### config.mk
export PLATFORM = sky130hd
export DESIGN_NAME = conv_start_ctrl
export DESIGN_NICKNAME = d
export VERILOG_FILES = /design/src/rtl/cs_pkg.sv /design/src/rtl/cs_timer.sv /design/src/rtl/cs_gate.sv /design/src/rtl/cs_power.sv /design/src/rtl/conv_start_ctrl.sv
export SDC_FILE = /design/constraint.sdc
export NUM_CORES = 1
export LEC_CHECK = 0
export ABC_AREA = 1
export ABC_CLOCK_PERIOD_IN_PS = 2200
export BUFFER_PORTS_ARGS = -buffer_cell sky130_fd_sc_hd__buf_4
export CAP_MARGIN = 30
export CELL_PAD_IN_SITES_DETAIL_PLACEMENT = 0
export CELL_PAD_IN_SITES_GLOBAL_PLACEMENT = 2
export CORE_AREA = 3 3 66 68
export DETAILED_ROUTE_END_ITERATION = 8
export DIE_AREA = 0 0 69 71
export GPL_ROUTABILITY_DRIVEN = 1
export GPL_TIMING_DRIVEN = 0
export PLACE_DENSITY = 0.88
export SETUP_SLACK_MARGIN = 0.5
export SLEW_MARGIN = 10
export SYNTH_ARGS = -nofsm -noshare
export SYNTH_HDL_FRONTEND = slang
export SYNTH_SLANG_ARGS = --single-unit
export TNS_END_PERCENT = 10
### constraint.sdc
create_clock -name clk -period 2.2 [get_ports clk]
set_input_delay 0.44 -clock clk [delete_from_list [all_inputs] [get_ports clk]]
set_output_delay 0.44 -clock clk [all_outputs]
set_load 0.01 [all_outputs]
### src/rtl/cs_pkg.sv
package cs_pkg;
  typedef enum logic {
    PWR_KEEP = 1'b0,
    PWR_DOWN = 1'b1
  } pwr_mode_e;
endpackage

### src/rtl/cs_timer.sv
module cs_timer #(
  parameter int unsigned LEN = 4
) (
  input  logic clk,
  input  logic rst_n,
  input  logic load,
  output logic active,
  output logic last
);
  localparam int unsigned CW = $clog2(LEN + 1);
  logic [CW-1:0] cnt;

  always_ff @(posedge clk or negedge rst_n) begin
    if (!rst_n) begin
      cnt    <= '0;
      active <= 1'b0;
    end else if (load) begin
      cnt    <= CW'(LEN - 1);
      active <= 1'b1;
    end else if (active) begin
      if (cnt == '0) active <= 1'b0;
      else           cnt    <= cnt - 1'b1;
    end
  end

  assign last = active && (cnt == '0);
endmodule

### src/rtl/cs_gate.sv
module cs_gate (
  input  logic clk,
  input  logic rst_n,
  input  logic pin,
  input  logic pulse,
  output logic rise,
  output logic gfall
);
  logic pin_q, gated_q, gated;

  assign gated = pin | pulse;

  always_ff @(posedge clk or negedge rst_n) begin
    if (!rst_n) begin
      pin_q   <= 1'b0;
      gated_q <= 1'b0;
    end else begin
      pin_q   <= pin;
      gated_q <= gated;
    end
  end

  assign rise  = pin & ~pin_q;
  assign gfall = gated_q & ~gated;
endmodule

### src/rtl/cs_power.sv
module cs_power
  import cs_pkg::*;
(
  input  logic clk,
  input  logic rst_n,
  input  logic accept,
  input  logic conv_last,
  input  logic eoc,
  input  logic pin,
  output logic pwr_en
);
  pwr_mode_e mode_q;

  always_ff @(posedge clk or negedge rst_n) begin
    if (!rst_n) begin
      mode_q <= PWR_DOWN;
      pwr_en <= 1'b0;
    end else begin
      if (conv_last) mode_q <= pin ? PWR_KEEP : PWR_DOWN;
      if (accept)                          pwr_en <= 1'b1;
      else if (eoc && mode_q == PWR_DOWN)  pwr_en <= 1'b0;
    end
  end
endmodule

### src/rtl/conv_start_ctrl.sv
module conv_start_ctrl #(
  parameter int unsigned PWRUP_CYCLES = 150,
  parameter int unsigned CONV_CYCLES  = 230
) (
  input  logic clk,
  input  logic rst_n,
  input  logic start_i,
  output logic busy_o,
  output logic hold_o,
  output logic pwr_en_o,
  output logic eoc_o,
  output logic overrun_o
);
  logic rise, gfall, accept, start_conv;
  logic pulse_act, pulse_last, conv_last, armed;

  cs_gate u_gate (
    .clk(clk), .rst_n(rst_n), .pin(start_i), .pulse(pulse_act),
    .rise(rise), .gfall(gfall)
  );

  assign accept     = rise & ~busy_o;
  assign start_conv = armed & gfall & ~busy_o;

  cs_timer #(.LEN(PWRUP_CYCLES)) u_pulse (
    .clk(clk), .rst_n(rst_n), .load(accept),
    .active(pulse_act), .last(pulse_last)
  );

  cs_timer #(.LEN(CONV_CYCLES)) u_conv (
    .clk(clk), .rst_n(rst_n), .load(start_conv),
    .active(busy_o), .last(conv_last)
  );

  always_ff @(posedge clk or negedge rst_n) begin
    if (!rst_n) begin
      armed     <= 1'b0;
      hold_o    <= 1'b0;
      eoc_o     <= 1'b0;
      overrun_o <= 1'b0;
    end else begin
      if (accept)          armed <= 1'b1;
      else if (start_conv) armed <= 1'b0;
      if (start_conv)      hold_o <= 1'b1;
      else if (conv_last)  hold_o <= 1'b0;
      eoc_o     <= conv_last;
      overrun_o <= rise & busy_o;
    end
  end

  cs_power u_pwr (
    .clk(clk), .rst_n(rst_n), .accept(accept), .conv_last(conv_last),
    .eoc(eoc_o), .pin(start_i), .pwr_en(pwr_en_o)
  );
endmodule

# Word level (Yosys, flattened, before mapping)

Index checks and enable logic that the tools add are counted.

Div/mod/pow operators: 0
Equality and inequality tests: 2
Reduce and logical (&&, ||, !) cells: 11
Shift-type cells: 0
$add $sub $neg: 2
Multipliers: 0
Multiplexer cells: 19
$lt $le $gt $ge: 0
Bitwise gates (word level): 10

Operators with widths:

| kind                | count |
|---|---|
| $mux 8              | 6 |
| $logic_not 8->1     | 2 |
| $sub 8x1->8 const B | 2 |
| $mux 1              | 13 |
| $reduce_bool 2->1   | 5 |
| $and 1x1->1         | 6 |
| $ne 2x2->1 const B  | 2 |
| $reduce_and 2->1    | 2 |
| $not 1->1           | 3 |
| $logic_and 1x1->1   | 2 |
| $or 1x1->1          | 1 |

Memory bits (read-only): 0
Bits in writable memories: 0
Bits in latches: 0
Output and inout port bits: 5
Input port bits: 3
Logic and storage cells: 56
Memories kept: 0
Register bits: 26

# Depth between registers and ports, before layout

Gate-level depths: netlist (run 1).

Depth in word-level cells: 7
Depth in mapped cells: 9
Gate-level depth less buffers: 9

# Modules after synthesis

A second synthesis (run 1) with hierarchy kept.

Cells, all modules: 195
Area total of the unflattened synthesis: 1547.7 um^2

Modules (own cells, without submodules):

| module             | instances | sequential area each (um^2) | cells each | area an instance (um^2) |
|---|---|---|---|---|
| cs_timer (u_pulse) | 1         | 225.2                       | 79         | 625.6 |
| cs_timer (u_conv)  | 1         | 225.2                       | 81         | 613.1 |
| conv_start_ctrl    | 1         | 100.1                       | 17         | 150.1 |
| cs_power           | 1         | 51.3                        | 10         | 81.3 |
| cs_gate            | 1         | 50.0                        | 8          | 77.6 |

# Worst setup path after synthesis (run 1)

No wires, ideal clock.

Path kind: register -> register
Start point: register u_pulse.cnt[0]
End point: register u_pulse.cnt[4]
Clock period less this slack: 1299 ps
Path slack: 901 ps
Required time: 2135 ps
Stages on the path, launching flop included: 8
Arrival time: 1234 ps
Path through: dfrtp_1 -> inv_1 -> ha_1 -> nand3_1 -> inv_1 -> nand3_1 -> or2_2 -> nand2_1

Longest elaborated chain between the ends: 4

Ends and longest elaborated chain:

| element                | line           | text |
|---|---|---|
| start, declared        | cs_timer.sv:11 | `logic [CW-1:0] cnt;` |
| start signal, assigned | cs_timer.sv:18 | `cnt <= CW'(LEN - 1);` |
| start signal, assigned | cs_timer.sv:22 | `else cnt <= cnt - 1'b1;` |
| $sub 8x1->8            | cs_timer.sv:22 |  |
| $mux 8                 | cs_timer.sv:21 | `if (cnt == '0) active <= 1'b0;` |
| $mux 8                 | cs_timer.sv:20 | `end else if (active) begin` |
| $mux 8                 | cs_timer.sv:17 | `end else if (load) begin` |

Several ways; a longest one is shown, not always the timed one. The select of a mux whose other input is x is not followed.
A chain may end at the register's enable or synchronous reset.

# Worst setup path in the final report (run 1)

Start point: register u_pulse.cnt[0]
End point: register u_pulse.cnt[0]

Same word-level chain as after synthesis.

==> run_summary.xml, run 1 <==
<?xml version="1.0" encoding="UTF-8"?>
<metrics>
  <group name="outcome">
    <metric name="outcome" unit="">finished clean</metric>
  </group>
  <group name="synthesis">
    <metric name="post_synth_most_frequent_cells" unit="">sky130_fd_sc_hd__nand2_1 (50), sky130_fd_sc_hd__dfrtp_1 (25), sky130_fd_sc_hd__inv_1 (24), sky130_fd_sc_hd__nand3_1 (24), sky130_fd_sc_hd__nor2_1 (18)</metric>
    <metric name="synthesis_warning_total" unit="">0</metric>
    <metric name="post-synth-top-area-fraction" unit="">0.441</metric>
    <metric name="synth_area_leader" unit="">sky130_fd_sc_hd__dfrtp_1</metric>
    <metric name="synth_cells" unit="">181</metric>
    <metric name="post_synth_instance_area" unit="µm²">1420</metric>
    <metric name="ys_top_cells_by_area" unit="">sky130_fd_sc_hd__dfrtp_1 (44%), sky130_fd_sc_hd__nand2_1 (13%), sky130_fd_sc_hd__nand3_1 (8.5%), sky130_fd_sc_hd__inv_1 (6.4%), sky130_fd_sc_hd__nor2_1 (4.8%)</metric>
    <metric name="syn_area_per_cell" unit="µm²">7.83</metric>
    <metric name="synth.ff_latch_count" unit="">26</metric>
    <metric name="synth.yosys.seq_area_share" unit="">0.460</metric>
    <metric name="ys_async_sr_fraction" unit="">1.00</metric>
    <metric name="synth_enable_flop_cells" unit="">0</metric>
    <metric name="yosysUniqueCellTypes" unit="">23</metric>
    <metric name="most_used_flip_flop_cell_after_synthesis" unit="">sky130_fd_sc_hd__dfrtp_1</metric>
    <metric name="synth_nets" unit="">187</metric>
    <metric name="yosys.cell_count.top_type" unit="">sky130_fd_sc_hd__nand2_1</metric>
  </group>
  <group name="floorplan">
    <metric name="core_area" unit="µm²">3910</metric>
    <metric name="die-height" unit="µm">71</metric>
    <metric name="floorplan.die.width" unit="µm">69</metric>
    <metric name="die_area" unit="µm²">4900</metric>
    <metric name="num_io_pins" unit="">8</metric>
    <metric name="rows" unit="">23</metric>
    <metric name="floorplan.initialDensity" unit="">0.362</metric>
  </group>
  <group name="final_layout">
    <metric name="drive_gt1_frac" unit="">0.182</metric>
    <metric name="fin_cells" unit="">242</metric>
    <metric name="final_util" unit="">0.406</metric>
    <metric name="diode_insertion_count_for_antenna_repair" unit="">0</metric>
    <metric name="design.final.nets" unit="">199</metric>
    <metric name="syn_to_final_growth" unit="%">12.2</metric>
  </group>
  <group name="detailed_routing">
    <metric name="drtAntennaViolNets" unit="">0</metric>
    <metric name="drt-initial-drc-count" unit="">95</metric>
    <metric name="detail_route.drc_violations" unit="">0</metric>
    <metric name="via_count" unit="">1173</metric>
    <metric name="drtPass1Iterations" unit="">4</metric>
    <metric name="routedWlPerCell" unit="µm">12.0</metric>
    <metric name="route.detailed.vias_per_inst" unit="">4.85</metric>
    <metric name="wirelength" unit="µm">2910</metric>
  </group>
  <group name="critical_path">
    <metric name="worst_path_required" unit="ps">2350</metric>
    <metric name="critical_path_class" unit="">register to register</metric>
    <metric name="critical_path.endpoint_type" unit="">register</metric>
    <metric name="worst_setup_path_start_kind" unit="">register</metric>
    <metric name="worst_ep_arrival_time" unit="ps">1710</metric>
    <metric name="crit_path_max_fanout" unit="">6</metric>
  </group>
  <group name="global_routing">
    <metric name="grt_max_degree" unit="">27</metric>
    <metric name="globalRoute.totalOverflow" unit="">0</metric>
    <metric name="number_of_antenna_violations_at_the_first_check_in_global_routing" unit="">0</metric>
    <metric name="via_count_of_the_first_global_routing_pass" unit="">1206</metric>
    <metric name="grt_first_pass_wirelength" unit="µm">5230</metric>
    <metric name="grt_use_total" unit="">0.130</metric>
  </group>
  <group name="placed_design">
    <metric name="placedCellCount" unit="">238</metric>
    <metric name="i_o_buffers" unit="">7</metric>
    <metric name="detailedPlacementHpwl" unit="µm">2270</metric>
    <metric name="final_estimated_routing_congestion_in_global_placement" unit="">0.790</metric>
  </group>
  <group name="clocking">
    <metric name="clock_tree.htree_level_count" unit="">1</metric>
    <metric name="tritoncts_clock_tree" unit="">built</metric>
    <metric name="cts_root_buf" unit="">sky130_fd_sc_hd__clkbuf_8</metric>
    <metric name="clock_transition_at_the_registers_of_the_reported_paths" unit="ps">90</metric>
    <metric name="cts_buffers" unit="">3</metric>
    <metric name="cts_sinks" unit="">26</metric>
    <metric name="post-cts-setup-buffers" unit="">0</metric>
    <metric name="clk_path_buf_depth" unit="">2</metric>
    <metric name="clk-insertion-delay-late" unit="ps">260</metric>
  </group>
  <group name="sta">
    <metric name="report.final.hold_viol_count" unit="">0</metric>
    <metric name="unrepaired_setup_endpoints_after_global_routing" unit="">no</metric>
    <metric name="finalMaxSlewViolations" unit="">0</metric>
    <metric name="worst_hold_slack" unit="ps">73.2</metric>
    <metric name="maxClockFrequency" unit="MHz">640</metric>
    <metric name="setup-violations-final" unit="">0</metric>
    <metric name="post-route-min-period" unit="ps">1560</metric>
    <metric name="setup_tns" unit="ps">0</metric>
    <metric name="timing.slew.headroom" unit="">0.761</metric>
    <metric name="timing_worst_slew_pin_value" unit="ps">358</metric>
    <metric name="finalCritPeriodShare" unit="">0.710</metric>
    <metric name="clock_tree_skew_after_final_layout" unit="ps">2.60</metric>
  </group>
  <group name="power">
    <metric name="vdd_ir_drop_max" unit="µV">214</metric>
    <metric name="total_leakage_power" unit="µW">0.000849</metric>
    <metric name="p_per_area" unit="nW/µm²">506</metric>
  </group>
  <group name="run">
    <metric name="max_cap_viol_count" unit="">0</metric>
  </group>
  <group name="worst_hold_path">
    <metric name="timing.hold.worst.class" unit="">input pin to asynchronous set/reset pin</metric>
  </group>
</metrics>
==> repair_timing <==
| action | in CTS | in global routing |
|---|---|---|
| hold endpoints to repair | 0 | 0 |
| hold buffers | 0 | 0 |
| resized for setup | 0 | 1 |
| endpoints found under the setup margin | 0 | 3 |
==> worst paths after layout <==
kind,startpoint,end,slack (ps),cells after the start
worst max-delay path,u_pulse.cnt[0],u_pulse.cnt[0],640,9
worst min-delay path,rst_n,eoc_o,70,1
worst max register to register,u_pulse.cnt[0],u_pulse.cnt[0],640,9
worst min register to register,u_pwr.pwr_en,u_pwr.pwr_en,490,2
max in group asynchronous,rst_n,u_pwr.mode_q,1820,1
min in group clk,start_i,u_gate.pin_q,330,1
==> cells by family after synthesis <==
| logic type | after synthesis | share of synthesized area |
|---|---|---|
| flops | 26 | 0.460 |
| simple gates | 116 | 0.399 |
| fa+ha+maj | 3 | 0.0265 |
| buf+inv | 30 | 0.0909 |
| compound gates | 6 | 0.0238 |
==> power by group <==
group	switching (µW)	internal, µW	total (µW)
clock	144	160	304
combinational	13.5	4.76	18.3
sequential	2.46	480	483
total	160	645	805
==> through the flow <==
stage / area (µm²) / power, µW / setup WS (ps)
after global routing: 1590 / 838 / 524
final: 1590 / 805 / 638
after floorplan: 1420 / 495 / 901
after detailed placement: 1530 / 512 / 602
after global placement: 1530 / 511 / 674
after CTS: 1590 / 817 / 585
==> routing by layer <==
| layer | routed length (µm) | global-route usage | vias to the layer above | share of wire |
|---|---|---|---|---|
| met5 | 0 | 0 | - | 0 |
| met4 | 24 | 0.0369 | 0 | 0.0082 |
| met3 | 98 | 0.0199 | 2 | 0.034 |
| met2 | 1520 | 0.239 | 23 | 0.52 |
| met1 | 1270 | 0.155 | 554 | 0.44 |
| li1 | - | - | 594 | - |
==> critical path: stages (launching register included) <==
cell and delay, ps:
sky130_fd_sc_hd__dfrtp_1 390, sky130_fd_sc_hd__inv_1 170, sky130_fd_sc_hd__ha_1 230, sky130_fd_sc_hd__nand3_1 150, sky130_fd_sc_hd__inv_1 100, sky130_fd_sc_hd__nand2_1 100
sky130_fd_sc_hd__nand2_1 100, sky130_fd_sc_hd__nand2_2 80, sky130_fd_sc_hd__nand2_1 60, sky130_fd_sc_hd__nand2_1 60
==> sequential cells by signal (all words and copies together), names as in the netlist <==
register,count
u_gate.pin_q,1
u_pwr.mode_q,1
u_pulse.cnt,8
overrun_o,1
u_gate.gated_q,1
u_pulse.active,1
armed,1
eoc_o,1
u_conv.cnt,8
u_conv.active,1
u_pwr.pwr_en,1
hold_o,1
==> layout make-up <==
type | count | area [µm²]
fill | 431 | 2320
sequential | 26 | 652
multi-input combinational | 125 | 639
inverter | 29 | 114
tap | 50 | 62.6
clock buffer | 4 | 55.1
timing repair buffer | 7 | 52.6
buffer | 1 | 15.0
==> placed cells by master, fill, tap and decap left out <==
master	synthesis	routed
sky130_fd_sc_hd__nand2_1	50	50
sky130_fd_sc_hd__dfrtp_1	25	25
sky130_fd_sc_hd__inv_1	24	24
sky130_fd_sc_hd__nand3_1	24	24
sky130_fd_sc_hd__nor2_1	18	17
sky130_fd_sc_hd__nand4_1	8	8
sky130_fd_sc_hd__buf_4	0	7
sky130_fd_sc_hd__inv_2	4	4
sky130_fd_sc_hd__nor2_2	3	4
sky130_fd_sc_hd__clkbuf_8	0	4
sky130_fd_sc_hd__nand2_2	3	3
sky130_fd_sc_hd__nand2_4	3	3
sky130_fd_sc_hd__or2_2	3	3
sky130_fd_sc_hd__o21ai_0	3	3
sky130_fd_sc_hd__ha_1	3	3
sky130_fd_sc_hd__clkinv_4	1	1
sky130_fd_sc_hd__nor2_4	1	1
sky130_fd_sc_hd__nand3_4	1	1
sky130_fd_sc_hd__nor3_4	1	1
sky130_fd_sc_hd__nor3_1	1	1
sky130_fd_sc_hd__buf_8	1	1
sky130_fd_sc_hd__o21ai_2	1	1
sky130_fd_sc_hd__a21oi_1	1	1
sky130_fd_sc_hd__o21ai_1	1	1
sky130_fd_sc_hd__dfstp_2	1	1
(Power assumes the default switching activity.)
==> run 2: changes to the inputs <==
Settings changed: ABC_CLOCK_PERIOD_IN_PS 2200 to 1300, CORE_AREA 3 3 66 68 to 3 3 71 73, DIE_AREA 0 0 69 71 to 0 0 74 76, PLACE_DENSITY 0.88 to 0.81.
Clock period 2.2 ns to 1.3 ns, I/O delays scaled along.
==> run 2 against run 1 <==
  * Wire length grew 9.1%
  * First-iteration DRC count shrank 35%
  * Total power grew 90%
  * Fmax grew 23%
  * Worst setup slack lost 610 ps
  * Final cell count grew 5.8%
  * Critical path depth shrank 2
  * Clock skew is essentially flat
  * Highest routed layer unchanged
  * Die area grew 15%
  * Utilization grew 1.7 points
  * Largest cell class is now multi-input combinational cells
==> run_summary.xml, run 2 (synthesis results as in run 1) <==
<?xml version="1.0" encoding="UTF-8"?>
<metrics>
  <group name="global_routing">
    <metric name="via_count_of_the_first_global_routing_pass" unit="">1184</metric>
    <metric name="grt_max_degree" unit="">27</metric>
    <metric name="globalRoute.totalOverflow" unit="">0</metric>
    <metric name="grt_use_total" unit="">0.124</metric>
    <metric name="grt_first_pass_wirelength" unit="µm">5500</metric>
    <metric name="number_of_antenna_violations_at_the_first_check_in_global_routing" unit="">0</metric>
  </group>
  <group name="power">
    <metric name="p_int" unit="µW">1240</metric>
    <metric name="p_per_area" unit="nW/µm²">817</metric>
    <metric name="swShare" unit="">0.192</metric>
    <metric name="total_leakage_power" unit="µW">0.000928</metric>
    <metric name="vdd_ir_drop_max" unit="µV">315</metric>
    <metric name="power_frac_clock" unit="">0.443</metric>
    <metric name="final_power" unit="µW">1530</metric>
    <metric name="power.share.combinational" unit="">0.023</metric>
    <metric name="p_seq_frac" unit="">0.534</metric>
    <metric name="power_switching" unit="µW">293</metric>
  </group>
  <group name="sta">
    <metric name="finalCritPeriodShare" unit="">0.977</metric>
    <metric name="timing_worst_slew_pin_value" unit="ps">347</metric>
    <metric name="post-route-min-period" unit="ps">1270</metric>
    <metric name="timing.slew.headroom" unit="">0.769</metric>
    <metric name="maxClockFrequency" unit="MHz">788</metric>
    <metric name="setup_tns" unit="ps">0</metric>
    <metric name="postLayoutSetupSlackWorst" unit="ps">30.2</metric>
    <metric name="finalMaxSlewViolations" unit="">0</metric>
    <metric name="unrepaired_setup_endpoints_after_global_routing" unit="">yes</metric>
    <metric name="worst_hold_slack" unit="ps">135</metric>
    <metric name="report.final.hold_viol_count" unit="">0</metric>
    <metric name="setup-violations-final" unit="">0</metric>
    <metric name="clock_tree_skew_after_final_layout" unit="ps">2.45</metric>
  </group>
  <group name="final_layout">
    <metric name="diode_insertion_count_for_antenna_repair" unit="">0</metric>
    <metric name="syn_to_final_growth" unit="%">32.0</metric>
    <metric name="layout_common_cells" unit="">sky130_fd_sc_hd__nand2_1 (47), sky130_fd_sc_hd__dfrtp_1 (23), sky130_fd_sc_hd__nand3_1 (21), sky130_fd_sc_hd__inv_1 (17), sky130_fd_sc_hd__buf_4 (14)</metric>
    <metric name="design.final.nets" unit="">211</metric>
    <metric name="drive_gt1_frac" unit="">0.358</metric>
    <metric name="fin_cells" unit="">256</metric>
    <metric name="layout_commonest_cell" unit="">sky130_fd_sc_hd__nand2_1</metric>
    <metric name="biggestRegsByFlops" unit="">u_conv.cnt (8), u_pulse.cnt (8)</metric>
    <metric name="fillers" unit="">432</metric>
  </group>
  <group name="floorplan">
    <metric name="rows" unit="">24</metric>
    <metric name="floorplan.die.width" unit="µm">74</metric>
    <metric name="die-height" unit="µm">76</metric>
    <metric name="core_area" unit="µm²">4410</metric>
    <metric name="num_io_pins" unit="">8</metric>
    <metric name="die_area" unit="µm²">5620</metric>
    <metric name="floorplan.initialDensity" unit="">0.321</metric>
  </group>
  <group name="detailed_routing">
    <metric name="route.detailed.vias_per_inst" unit="">4.76</metric>
    <metric name="drtPass1Iterations" unit="">4</metric>
    <metric name="wirelength" unit="µm">3180</metric>
    <metric name="via_count" unit="">1218</metric>
    <metric name="routedWlPerCell" unit="µm">12.4</metric>
    <metric name="drtAntennaViolNets" unit="">0</metric>
    <metric name="drt-initial-drc-count" unit="">62</metric>
    <metric name="detail_route.drc_violations" unit="">0</metric>
  </group>
  <group name="critical_path">
    <metric name="crit_path_max_fanout" unit="">3</metric>
    <metric name="worst_setup_path_start_kind" unit="">register</metric>
    <metric name="critPathBufInv" unit="">2</metric>
    <metric name="timing.reg2reg.setup_slack" unit="ps">30</metric>
    <metric name="reg2reg_depth" unit="">7</metric>
    <metric name="critical_path.endpoint_type" unit="">register</metric>
    <metric name="critical_path.top_delay_family" unit="">simple AND/OR/NAND/NOR gates</metric>
    <metric name="cp_slowest_cell" unit="">sky130_fd_sc_hd__dfrtp_1</metric>
    <metric name="timing.critical_path.slowest_cell_delay" unit="ps">410</metric>
    <metric name="critical_path_class" unit="">register to register</metric>
    <metric name="worst_path_required" unit="ps">1520</metric>
    <metric name="cp_cell_sequence" unit="">inv_2 &gt; ha_4 &gt; nand3_4 &gt; inv_4 &gt; nand3_2 &gt; or2_4 &gt; nand2_1</metric>
    <metric name="worst_ep_arrival_time" unit="ps">1490</metric>
    <metric name="worst_r2r_endpoint" unit="">u_pulse.cnt[4]</metric>
    <metric name="rr_startpoint" unit="">u_pulse.cnt[1]</metric>
  </group>
  <group name="worst_hold_path">
    <metric name="min_from" unit="">start_i</metric>
    <metric name="timing.hold.worst.class" unit="">input pin to register</metric>
    <metric name="worstHoldEndpoint" unit="">u_gate.pin_q</metric>
    <metric name="min_delay_path_depth" unit="">1</metric>
  </group>
  <group name="clocking">
    <metric name="cts_buffers" unit="">3</metric>
    <metric name="clock_tree.htree_level_count" unit="">1</metric>
    <metric name="tritoncts_clock_tree" unit="">built</metric>
    <metric name="clk-insertion-delay-late" unit="ps">270</metric>
    <metric name="cts_sinks" unit="">26</metric>
    <metric name="cts_root_buf" unit="">sky130_fd_sc_hd__clkbuf_8</metric>
    <metric name="clk_path_buf_depth" unit="">2</metric>
    <metric name="clock_transition_at_the_registers_of_the_reported_paths" unit="ps">90</metric>
  </group>
  <group name="run">
    <metric name="max_cap_viol_count" unit="">0</metric>
  </group>
  <group name="placed_design">
    <metric name="final_estimated_routing_congestion_in_global_placement" unit="">0.790</metric>
    <metric name="detailedPlacementHpwl" unit="µm">2210</metric>
    <metric name="place_worst_setup_slack" unit="ps">-90.6</metric>
    <metric name="placedCellCount" unit="">240</metric>
    <metric name="i_o_buffers" unit="">7</metric>
  </group>
  <group name="outcome">
    <metric name="outcome" unit="">finished clean</metric>
  </group>
</metrics>
## run 2: cell count changes in the layout (fill, tap and decap cells not counted), sizes merged
cell         change
bufinv           +1
dlygate4sd3      +1
buf             +11
clkbuf           -1
## run 2: area by class of cell
cell class,count,area (µm²),share of cell area
clock inverters,1,30.0,0.0161
well taps,52,65.1,0.0348
clock buffers,3,41.3,0.0221
flip-flops and latches,26,654,0.350
multi-input cells,125,786,0.420
inverters,29,119,0.0635
plain buffers,1,15.0,0.00803
repair buffers,19,160,0.0856
## run 2: metrics by stage
stage,utilization,cell area [µm²]
final,0.424,1870
after global routing,0.424,1870
after CTS,0.400,1770
after detailed placement,0.360,1590
after global placement,0.360,1590
after floorplan,-,1470
## run 2: worst reg2reg max path, cell delays in order (launching register included)
cell                      delay [ps]
sky130_fd_sc_hd__dfrtp_1         410
sky130_fd_sc_hd__inv_2            90
sky130_fd_sc_hd__ha_4            150
sky130_fd_sc_hd__nand3_4         100
sky130_fd_sc_hd__inv_4            90
sky130_fd_sc_hd__nand3_2          80
sky130_fd_sc_hd__or2_4           230
sky130_fd_sc_hd__nand2_1          60
## run 2: power groups by stage
stage	clock (µW)	sequential (µW)	combinational, µW
global placement	0	832	32.4
floorplan	0	833	5.10
global route	738	818	40.5
CTS	709	817	35.9
finish	678	817	34.5
detailed placement	0	833	33.5
## run 2: timing repair
item / CTS / global route
hold endpoints to repair: 25 / 0
pin swaps: 4 / 8
hold buffers: 1 / 0
setup buffers: 6 / 5
resized for setup: 12 / 19
setup endpoints to repair: 29 / 29
## run 2: worst max path at each step
stage | start | end | cells after the start
6_report | u_pulse.cnt[1] | u_pulse.cnt[4] | 7
3_5_place_dp | u_pulse.cnt[0] | u_pulse.cnt[3] | 8
3_3_place_gp | u_pulse.cnt[0] | u_pulse.cnt[3] | 8
4_1_cts | u_conv.cnt[0] | u_conv.cnt[5] | 9
2_1_floorplan | u_pulse.cnt[0] | u_pulse.cnt[3] | 8
5_1_grt | u_pulse.cnt[4] | u_pulse.cnt[2] | 8
## run 2: metal layers
| metal | GRT usage | routed length (µm) | vias to the layer above |
|---|---|---|---|
| met5 | 0 | 0 | - |
| met4 | 0.0435 | 18 | 0 |
| met3 | 0.0211 | 93 | 2 |
| met2 | 0.199 | 1590 | 20 |
| met1 | 0.164 | 1480 | 580 |
| li1 | - | - | 616 |
==> run 3: changes to the inputs <==
Settings changed: ABC_CLOCK_PERIOD_IN_PS 1300 to 1440, CORE_AREA 3 3 71 73 to 3 3 68 70, DIE_AREA 0 0 74 76 to 0 0 71 73, PLACE_DENSITY 0.81 to 0.84.
Clock period 1.3 ns to 1.44 ns, I/O delays scaled along.
==> run 3 against run 2 <==
  * Final cell count is 1.2% lower
  * Via count fell by 0.82%
  * Highest routed layer unchanged
  * Total power down 18%
  * Fmax down 0.99%
  * Clock skew rose by 2.8 ps
  * Sequential power decreased by 9.8%
  * Critical path depth up 2
  * Sequential share of layout area rose by 0.59 points
  * Worst setup slack improved by 130 ps
  * Global-route usage grew 0.97 points
  * Flip-flop and latch count stayed put
  * Combinational power down 12%
==> run_summary.xml, run 3 (synthesis results as in run 1) <==
<?xml version="1.0" encoding="UTF-8"?>
<metrics>
  <group name="outcome">
    <metric name="outcome" unit="">finished clean</metric>
  </group>
  <group name="sta">
    <metric name="finalCritPeriodShare" unit="">0.891</metric>
    <metric name="setup_tns" unit="ps">0</metric>
    <metric name="post-route-min-period" unit="ps">1280</metric>
    <metric name="report.final.hold_viol_count" unit="">0</metric>
    <metric name="clock_tree_skew_after_final_layout" unit="ps">5.27</metric>
    <metric name="unrepaired_setup_endpoints_after_global_routing" unit="">yes</metric>
    <metric name="setup-violations-final" unit="">0</metric>
    <metric name="maxClockFrequency" unit="MHz">780</metric>
    <metric name="timing.slew.headroom" unit="">0.769</metric>
    <metric name="timing_worst_slew_pin_value" unit="ps">346</metric>
    <metric name="finalMaxSlewViolations" unit="">0</metric>
  </group>
  <group name="detailed_routing">
    <metric name="via_count" unit="">1208</metric>
    <metric name="routedWlPerCell" unit="µm">12.7</metric>
    <metric name="route.detailed.vias_per_inst" unit="">4.77</metric>
    <metric name="drt-initial-drc-count" unit="">70</metric>
    <metric name="wirelength" unit="µm">3200</metric>
    <metric name="detail_route.drc_violations" unit="">0</metric>
    <metric name="drtPass1Iterations" unit="">4</metric>
    <metric name="drtAntennaViolNets" unit="">0</metric>
  </group>
  <group name="global_routing">
    <metric name="number_of_antenna_violations_at_the_first_check_in_global_routing" unit="">0</metric>
    <metric name="met2_usage" unit="">0.228</metric>
    <metric name="grt_max_degree" unit="">27</metric>
    <metric name="grt_first_pass_wirelength" unit="µm">5550</metric>
    <metric name="grt_busiest_layer" unit="">met2</metric>
    <metric name="grt_use_total" unit="">0.134</metric>
    <metric name="met1_capacity_usage_during_global_routing" unit="">0.175</metric>
    <metric name="globalRoute.totalOverflow" unit="">0</metric>
    <metric name="via_count_of_the_first_global_routing_pass" unit="">1261</metric>
    <metric name="grt_util_met3" unit="">0.0220</metric>
  </group>
  <group name="power">
    <metric name="total_leakage_power" unit="µW">0.000900</metric>
    <metric name="final_power" unit="µW">1250</metric>
    <metric name="vdd_ir_drop_max" unit="µV">296</metric>
    <metric name="p_per_area" unit="nW/µm²">677</metric>
  </group>
  <group name="critical_path">
    <metric name="crit_path_max_fanout" unit="">5</metric>
    <metric name="cp_slowest_cell" unit="">sky130_fd_sc_hd__dfrtp_1</metric>
    <metric name="worst_ep_arrival_time" unit="ps">1450</metric>
    <metric name="worst_r2r_endpoint" unit="">u_conv.cnt[2]</metric>
    <metric name="rr_startpoint" unit="">u_conv.cnt[0]</metric>
    <metric name="timing.critical_path.slowest_cell_delay" unit="ps">400</metric>
    <metric name="worst_path_required" unit="ps">1610</metric>
    <metric name="reg2reg_depth" unit="">9</metric>
    <metric name="critical_path_class" unit="">register to register</metric>
    <metric name="critical_path.endpoint_type" unit="">register</metric>
    <metric name="timing.reg2reg.setup_slack" unit="ps">160</metric>
    <metric name="worst_setup_path_start_kind" unit="">register</metric>
    <metric name="cp_cell_sequence" unit="">inv_2 &gt; ha_4 &gt; nand3_4 &gt; inv_4 &gt; nand2_8 &gt; nand2_8 &gt; nand2_4 &gt; nand2_1 &gt; nand2_1</metric>
  </group>
  <group name="placed_design">
    <metric name="final_estimated_routing_congestion_in_global_placement" unit="">0.756</metric>
    <metric name="detailedPlacementHpwl" unit="µm">2210</metric>
    <metric name="i_o_buffers" unit="">7</metric>
  </group>
  <group name="floorplan">
    <metric name="die_area" unit="µm²">5180</metric>
    <metric name="die-height" unit="µm">73</metric>
    <metric name="rows" unit="">23</metric>
    <metric name="num_io_pins" unit="">8</metric>
    <metric name="core_area" unit="µm²">4030</metric>
    <metric name="floorplan.initialDensity" unit="">0.352</metric>
    <metric name="floorplan.die.width" unit="µm">71</metric>
  </group>
  <group name="final_layout">
    <metric name="layout_commonest_cell" unit="">sky130_fd_sc_hd__nand2_1</metric>
    <metric name="layout_common_cells" unit="">sky130_fd_sc_hd__nand2_1 (46), sky130_fd_sc_hd__nand3_1 (22), sky130_fd_sc_hd__dfrtp_1 (22), sky130_fd_sc_hd__inv_1 (17), sky130_fd_sc_hd__buf_4 (15)</metric>
    <metric name="design.final.nets" unit="">210</metric>
    <metric name="drive_gt1_frac" unit="">0.345</metric>
    <metric name="syn_to_final_growth" unit="%">30.0</metric>
    <metric name="diode_insertion_count_for_antenna_repair" unit="">0</metric>
    <metric name="biggestRegsByFlops" unit="">u_conv.cnt (8), u_pulse.cnt (8)</metric>
    <metric name="final_util" unit="">0.457</metric>
  </group>
  <group name="clocking">
    <metric name="clk_path_buf_depth" unit="">2</metric>
    <metric name="cts_root_buf" unit="">sky130_fd_sc_hd__clkbuf_8</metric>
    <metric name="tritoncts_clock_tree" unit="">built</metric>
    <metric name="cts_sinks" unit="">26</metric>
    <metric name="clock_transition_at_the_registers_of_the_reported_paths" unit="ps">90</metric>
    <metric name="clock_tree.htree_level_count" unit="">1</metric>
    <metric name="clk-insertion-delay-late" unit="ps">270</metric>
    <metric name="cts_buffers" unit="">3</metric>
  </group>
  <group name="worst_hold_path">
    <metric name="timing.hold.worst.class" unit="">input pin to register</metric>
    <metric name="min_from" unit="">start_i</metric>
    <metric name="worstHoldEndpoint" unit="">u_gate.pin_q</metric>
    <metric name="min_delay_path_depth" unit="">1</metric>
  </group>
  <group name="run">
    <metric name="max_cap_viol_count" unit="">0</metric>
  </group>
</metrics>
[run 3: worst max-delay path, delay by kind of cell, from the launching register on]
| kind | cells | cell delay [ps] |
|---|---|---|
| buffers and inverters | 2 | 200 |
| DFF | 1 | 400 |
| adders and majority gates | 1 | 160 |
| and+or+nand+nor | 6 | 430 |
[run 3: area by class of cell]
class                   count  area, µm²
fillers                   417       2190
multi-input cells         126        793
flip-flops and latches     26        656
repair buffers             17        143
inverters                  29        119
well taps                  50       62.6
clock buffers               4       55.1
plain buffers               1       15.0
[run 3: stage by stage]
step	hold slack, ps	area [µm²]	std cells	setup WS [ps]
floorplan	-7.59	1470	181	283
global placement	222	1590	238	86.4
detailed placement	229	1590	238	41.2
CTS	164	1780	252	180
global route	156	1840	253	78.6
finish	168	1840	253	157
[run 3: metal layers]
| metal | wire (µm) | vias to the layer above |
|---|---|---|
| met3 | 72 | 5 |
| li1 | - | 617 |
| met2 | 1540 | 11 |
| met1 | 1550 | 575 |
| met5 | 0 | - |
| met4 | 40 | 0 |
[run 3: what timing repair did]
item,in CTS,in global routing
pin swaps,5,5
buffers inserted,9,0
setup endpoints to repair,28,29
gates cloned,0,1
gates resized for setup,13,12
hold buffers,1,0
hold endpoints to repair,25,0
[run 3: worst max path at each step]
stage / startpoint / to / slack (ps) / cells after the start
after detailed placement: u_pulse.cnt[0] / u_pulse.cnt[5] / 40 / 8
after global placement: u_pulse.cnt[0] / u_pulse.cnt[3] / 90 / 8
after floorplan: u_pulse.cnt[0] / u_pulse.cnt[3] / 280 / 8
after global routing: u_pulse.cnt[1] / u_pulse.cnt[4] / 80 / 7
after CTS: u_conv.cnt[0] / u_conv.cnt[2] / 180 / 9
final: u_conv.cnt[0] / u_conv.cnt[2] / 160 / 9
[run 3: power breakdown]
part | internal [µW] | switching (µW) | total (µW)
sequential | 734 | 3.53 | 737
combinational | 9.03 | 21.3 | 30.3
clock | 245 | 235 | 480
